`config.mk`:
```
export PLATFORM = sky130hd
export DESIGN_NAME = i2c_irq_status
export DESIGN_NICKNAME = d
export VERILOG_FILES = /design/src/rtl/i2c_irq_status.sv
export SDC_FILE = /design/constraint.sdc
export NUM_CORES = 1
export LEC_CHECK = 0
export ABC_AREA = 1
export ABC_CLOCK_PERIOD_IN_PS = 4200
export BUFFER_PORTS_ARGS = -buffer_cell sky130_fd_sc_hd__buf_2
export CAP_MARGIN = 20
export CORE_UTILIZATION = 45
export CTS_CLUSTER_DIAMETER = 150
export DETAILED_ROUTE_END_ITERATION = 8
export PLACE_DENSITY_LB_ADDON = 0.3
export REMOVE_ABC_BUFFERS = 1
export SLEW_MARGIN = 20
export SYNTH_ARGS = -nofsm -noshare
export SYNTH_HDL_FRONTEND = slang
export SYNTH_SLANG_ARGS = --single-unit
```
`constraint.sdc`:
```
create_clock -name clk -period 4.2 [get_ports clk]
set_input_delay 0.21 -clock clk [delete_from_list [all_inputs] [get_ports clk]]
set_output_delay 0.21 -clock clk [all_outputs]
set_load 0.02 [all_outputs]
```
`src/rtl/i2c_irq_status.sv`:
```
module i2c_irq_status #(
  parameter int ADDR_W = 2
) (
  input  logic              clk,
  input  logic              rst_n,
  input  logic [ADDR_W-1:0] addr,
  input  logic              wr_en,
  input  logic              rd_en,
  input  logic [15:0]       wdata,
  output logic [15:0]       rdata,
  input  logic              ev_arb_lost,
  input  logic              ev_nack,
  input  logic              ev_acc_rdy,
  input  logic              ev_rx_rdy,
  input  logic              ev_tx_rdy,
  input  logic              ev_gen_call,
  input  logic              ev_slave_hit,
  input  logic              ev_tx_udf,
  input  logic              ev_rx_ovr,
  input  logic              ev_rx_drain,
  input  logic              ev_tx_drain,
  input  logic              bus_busy,
  output logic              irq
);
  localparam logic [ADDR_W-1:0] A_EN  = ADDR_W'(0);
  localparam logic [ADDR_W-1:0] A_STS = ADDR_W'(1);
  localparam logic [ADDR_W-1:0] A_VEC = ADDR_W'(2);
  localparam logic [15:0] STS_MASK = 16'h6F1F;
  localparam logic [15:0] EN_MASK  = 16'h601F;
  localparam int BUSY_BIT = 12;

  logic [15:0] sts, en_q, ev_bits, clr_bits, vec_clr;
  logic [2:0]  vec_code;

  assign ev_bits = {1'b0, ev_tx_drain, ev_rx_drain, 1'b0, ev_rx_ovr, ev_tx_udf,
                    ev_slave_hit, ev_gen_call, 3'b000, ev_tx_rdy, ev_rx_rdy,
                    ev_acc_rdy, ev_nack, ev_arb_lost};

  always_comb begin
    vec_code = 3'd0;
    for (int i = 4; i >= 0; i--)
      if (sts[i]) vec_code = 3'(i + 1);
  end

  always_comb begin
    vec_clr = '0;
    if (rd_en && addr == A_VEC && vec_code != 3'd0)
      vec_clr[vec_code - 3'd1] = 1'b1;
  end

  assign clr_bits = ((wr_en && addr == A_STS) ? wdata : 16'h0) | vec_clr;

  always_ff @(posedge clk) begin
    if (!rst_n) begin
      sts  <= '0;
      en_q <= '0;
    end else begin
      sts <= ((sts & ~clr_bits) | ev_bits) & STS_MASK;
      if (wr_en && addr == A_EN) en_q <= wdata & EN_MASK;
    end
  end

  always_comb begin
    case (addr)
      A_EN:    rdata = en_q;
      A_STS:   rdata = sts | (16'(bus_busy) << BUSY_BIT);
      A_VEC:   rdata = {13'd0, vec_code};
      default: rdata = 16'h0;
    endcase
  end

  assign irq = |(sts & en_q);
endmodule


```
* After elaboration in Yosys (flattened, before gate mapping)
Cells that the tools add are included.
Storage, ports and cells: RAM bits 0, memory bits (read-only) 0, word-level logic and storage cells 31, memories 0, output and inout port bits 17, bits in registers 18, latch bits 0
Operators by class: add/subtract/negate cells 1, muxes and demuxes 10, shifts and indexed selects 0, bitwise gates (word level) 6, divide/modulo/power cells 0, eq/ne operators 2, reductions and logical operators 8, multiply operators 0, $lt $le $gt $ge 2
Operators with widths (number):
- $pmux 16 s3 | 1
- $and 15x15->15 | 2
- $reduce_or 16->1 | 1
- $mux 15 | 1
- $mux 3 | 5
- $not 15->15 | 1
- $or 15x13->15 | 1
- $or 15x15->15 | 1
- $or 15x8->15 | 1
- $mux 8 | 1
- $logic_and 1x1->1 | 5
- $lt 3x5->1 const B | 1
- $demux 1 s3 | 1
- $ge 3x1->1 const B | 1
- $reduce_bool 3->1 | 1
- $sub 3x1->3 const B | 1
- $eq 2x1->1 const B | 1
- $eq 2x2->1 const B | 1
- $logic_not 2->1 | 1
- $mux 1 | 1

* Depth between registers and ports, before layout
depth after elaboration 15, mapped depth 13, depth with buffers taken out 13

* Worst setup path before layout
OpenSTA, ideal clock, no wires.
kind flip-flop to flip-flop, from register sts[2], to register sts[0], arrival 1.300 ns, library setup time 0.135 ns, path buffers 0, slack 2.765 ns, cell stages (with the launch flop) 12, data required time 4.065 ns, cell sequence dfxtp_1 -> inv_1 -> nand2_2 -> nand2_4 -> nand2_4 -> inv_1 -> ha_1 -> inv_1 -> a21oi_1 -> nand2_1 -> nand2_1 -> a21oi_2
On the way: longest elaborated chain between the ends 13, elaborated cells between the ends (all ways) 16, those cells by class add/sub (1); order compare (2); mux (6); bitwise (4); reduce/logical (3)
Ends and longest elaborated chain:
- start: declaration | line 32 | logic [15:0] sts, en_q, ev_bits, clr_bits, vec_clr;
- start signal: assignment | line 58 | sts <= ((sts & ~clr_bits) | ev_bits) & STS_MASK;
- $mux 3 (*) (3 in a row) | line 42 | if (sts[i]) vec_code = 3'(i + 1);
- $sub 3x1->3 | line 48 | vec_clr[vec_code - 3'd1] = 1'b1;
- $lt 3x5->1 (not written as such) or $ge 3x1->1 (tied branches) | line 48
- $logic_and 1x1->1 (not written as such) | line 48
- $mux 1 (not written as such) | line 48
- $demux 1 s3 | line 48
- $mux 8 (*) | line 47 | if (rd_en && addr == A_VEC && vec_code != 3'd0)
- $or 15x8->15 (*) | line 51 | assign clr_bits = ((wr_en && addr == A_STS) ? wdata : 16'h0) | vec_clr;
- $not 15->15 (*) | line 58
- $and 15x15->15 (*) | line 58
- $or 15x15->15 (*) | line 58
Mark *: on every way between the ends. The rest lies on a longest branch, timed or not. A chain may end at the register's enable or synchronous reset.

* Worst setup path in the final report
Same ends and word-level chain as after synthesis.

==> impl_metrics.csv <==
group,metric,value,unit
status,status,"complete, no violations",
yosys,avgSynthCellArea,6.69,um2
power_and_ir_drop,ir_drop,0.000265,V
detailed_routing,routed_via_density,4.63,
sta,finalClockSkew,0.000548,ns
yosys,synth_top_family_by_area,"simple AND/OR/NAND/NOR gates",
critical_path,slowest_delay,0.45,ns
detailed_routing,dr.first_iter.drc_count,7,
clock_tree,clkSlewWorstSetupHoldPaths,0.11,ns
clock_tree,cts_htree_levels,1,
clock_tree,clk_latency,0.31,ns
power_and_ir_drop,power_density,294,nW/um2
sta,period_share,0.384,
yosys,yosysTopAreaCell,"dfxtp_1",
critical_path,path_common_cell,"inv_1",
die,die_w,52.3,um
yosys,synth_area_leaders,"dfxtp_1 (32%), nand2_1 (11%), inv_1 (9.2%), nor2_1 (8.6%), nand2_2 (6.1%)",
flow_run,cap_violations,0,
critical_path,reg2reg_from,"sts[2]",
yosys,synth_compound_area_frac,0.167,
global_routing,antenna_found_initial,0,
yosys,synth_top_area_frac,0.317,
sta,rsz0062_at_grt,"no",
global_routing,grt_overflow,0,
critical_path,endpoint_kind,"flip-flop",
critical_path,reg2reg_slack,2.59,ns
placed_design,dp_cells,237,
yosys,synth-seq-area-share,0.317,
layout,layout.nets,249,
critical_path,worstSetupPathDepth,11,
yosys,synthXorXnorAreaFrac,0,
critical_path,slowest_stage,"dfxtp_1",
clock_tree,root_buffer,"clkbuf_4",
sta,finalSetupTns,0,ns
layout,nFillCells,205,
yosys,synthMuxAreaShare,0,
critical_path,worstSetupEndpoint,"sts[0]",
sta,min_period,1.61,ns
layout,antennaDiodeCount,0,
critical_path,cp.arrival,1.80,ns
critical_path,r2r-end,"sts[0]",
die,boundaryPins,51,
clock_tree,hold_buffers,0,
placed_design,port_buffers,41,
worst_hold_path,worstHoldPathType,"input pin to flip-flop",
layout,multi_input_area,629,um2
yosys,netlist_area,1140,um2
detailed_routing,post_drt_wl_per_cell,10.5,um
layout,layout.cells.non_filler,241,
yosys,synth_warnings,0,
yosys,synth_cell_type_count,25,
critical_path,cp-start-kind,"flip-flop",
global_routing,grt_pass1_wl,4190,um
critical_path,critPathKind,"flip-flop to flip-flop",
clock_tree,ctsResizeCount,0,
detailed_routing,drt-total-wl,2520,um
layout,fin_util,0.606,
die,die-area,2730,um2
critical_path,worstPathRequired,4.39,ns
sta,setup_viol,0,
sta,timing.fmax,0.621,GHz
yosys,ys_ff_latch,18,
yosys,synth_cells,170,
layout,drive_above_1_share,0.352,
power_and_ir_drop,p_leak,0.754,nW
critical_path,cp_max_fo,5,
detailed_routing,dr.pass1.iters,4,
die,start_util,0.495,
power_and_ir_drop,total_power,0.408,mW
clock_tree,post_cts_buffers,0,
clock_tree,cts_tree,"built",
yosys,synth-simple-area-share,0.362,
placed_design,hpwl,2030,um
die,num_rows,17,
layout,seq_area,360,um2
critical_path,crit_family,"flip-flops",
clock_tree,clockBufferDepth,2,
die,coreArea,2300,um2
clock_tree,cts_inserted_buffers,3,
sta,finalHoldViolations,0,
critical_path,cp_cell_sequence,"inv_1 -> nand2_2 -> nand2_4 -> nand2_4 -> inv_1 -> ha_1 -> inv_1 -> a21oi_1 -> nand2_1 -> nand2_1 -> a21oi_2",
sta,slew_violations,0,
critical_path,crit_buf_inv,3,
detailed_routing,num_vias,1116,
critical_path,worstRegToRegCells,11,
global_routing,grt_max_degree,12,
global_routing,grt_usage,0.208,
yosys,synth_adder_area_share,0.0110,
detailed_routing,ant_nets,0,
placed_design,gp_congestion,0.816,
layout,areaGrowthSynthToFinish,22.3,%
critical_path,startpoint,"sts[2]",
clock_tree,cts.sinks,18,
global_routing,grt_pass1_vias,1016,
die,die_h,52.3,um
detailed_routing,drc_errors,0,
## power by group
part,leakage [nW],switching [mW],internal (mW)
Clock,0.0210,0.0564,0.0530
Sequential,0.150,0.00944,0.182
Combinational,0.584,0.0673,0.0405
Total,0.754,0.133,0.275
## routing by layer
layer / GRT usage / routed length [um]
met5: 0 / 0
met3: 0.0319 / 122
met1: 0.247 / 1190
met4: 0.0789 / 40
met2: 0.372 / 1160
## cell usage after synthesis
cell      number
a22o_1         2
nor2_1        26
dfxtp_1       18
nand4_1        1
a21oi_2        5
nand2_1       34
nor2_2         1
ha_1           1
o211ai_1       1
inv_1         28
inv_6          1
clkbuf_1       1
a221oi_1       1
o221ai_1       2
nor2_4         3
nor3_1         1
a21oi_1        9
o21ai_1        1
nand2_4        5
nand3_2        1
buf_4          4
o21ai_0        9
nand2_2       11
inv_2          3
conb_1         1
## area by class of cell
class | count | share of cell area
Inverter | 32 | 0.0899
Multi-Input combinational cell | 118 | 0.452
Timing Repair Buffer | 41 | 0.147
Sequential cell | 18 | 0.259
Clock buffer | 4 | 0.0261
Tap cell | 28 | 0.0252
## worst min-delay path, stage by stage
cell and delay (ns):
buf_2 0.08, a21oi_1 0.03, nor2_1 0.06
## cell families after synthesis
family                     Yosys count
and+or+nand+nor                     83
AOI/OAI and AO/OA                   30
other                                1
buffers and inverters               37
adders and majority gates            1
DFF                                 18
## worst min path at each step
stage                   start      end  slack (ns)  cells past startpoint
floorplan           ev_tx_udf  sts[10]        0.33                      2
global placement    ev_rx_ovr  sts[11]        0.41                      3
detailed placement  ev_tx_udf  sts[10]        0.43                      3
CTS                 ev_tx_udf  sts[10]        0.10                      3
global route        ev_tx_udf  sts[10]        0.10                      3
finish              ev_tx_udf  sts[10]        0.11                      3
## placed cells by master (no fill, tap or decap), drive strengths merged
| master | n |
|---|---|
| inv | 32 |
| nor3 | 1 |
| o21ai | 10 |
| nand3 | 1 |
| clkbuf | 4 |
| o211ai | 1 |
| o221ai | 2 |
| a21oi | 14 |
| nand4 | 1 |
| nand2 | 50 |
| dfxtp | 18 |
| nor2 | 30 |
| a22o | 2 |
| conb | 4 |
| ha | 1 |
| a221oi | 1 |
| buf | 41 |
## per-stage QoR
| step | hold WS, ns | instance area [um2] | setup slack [ns] |
|---|---|---|---|
| 2_1_floorplan | 0.327 | 1110 | 2.77 |
| 3_3_place_gp | 0.415 | 1360 | 2.64 |
| 3_5_place_dp | 0.427 | 1360 | 2.60 |
| 4_1_cts | 0.101 | 1390 | 2.58 |
| 5_1_grt | 0.103 | 1390 | 2.41 |
| 6_report | 0.106 | 1390 | 2.59 |
## registers in the layout, summed over array words and instances, names as in the netlist
register and flops:
sts 11, en_q 7
(Power assumes the default switching activity.)
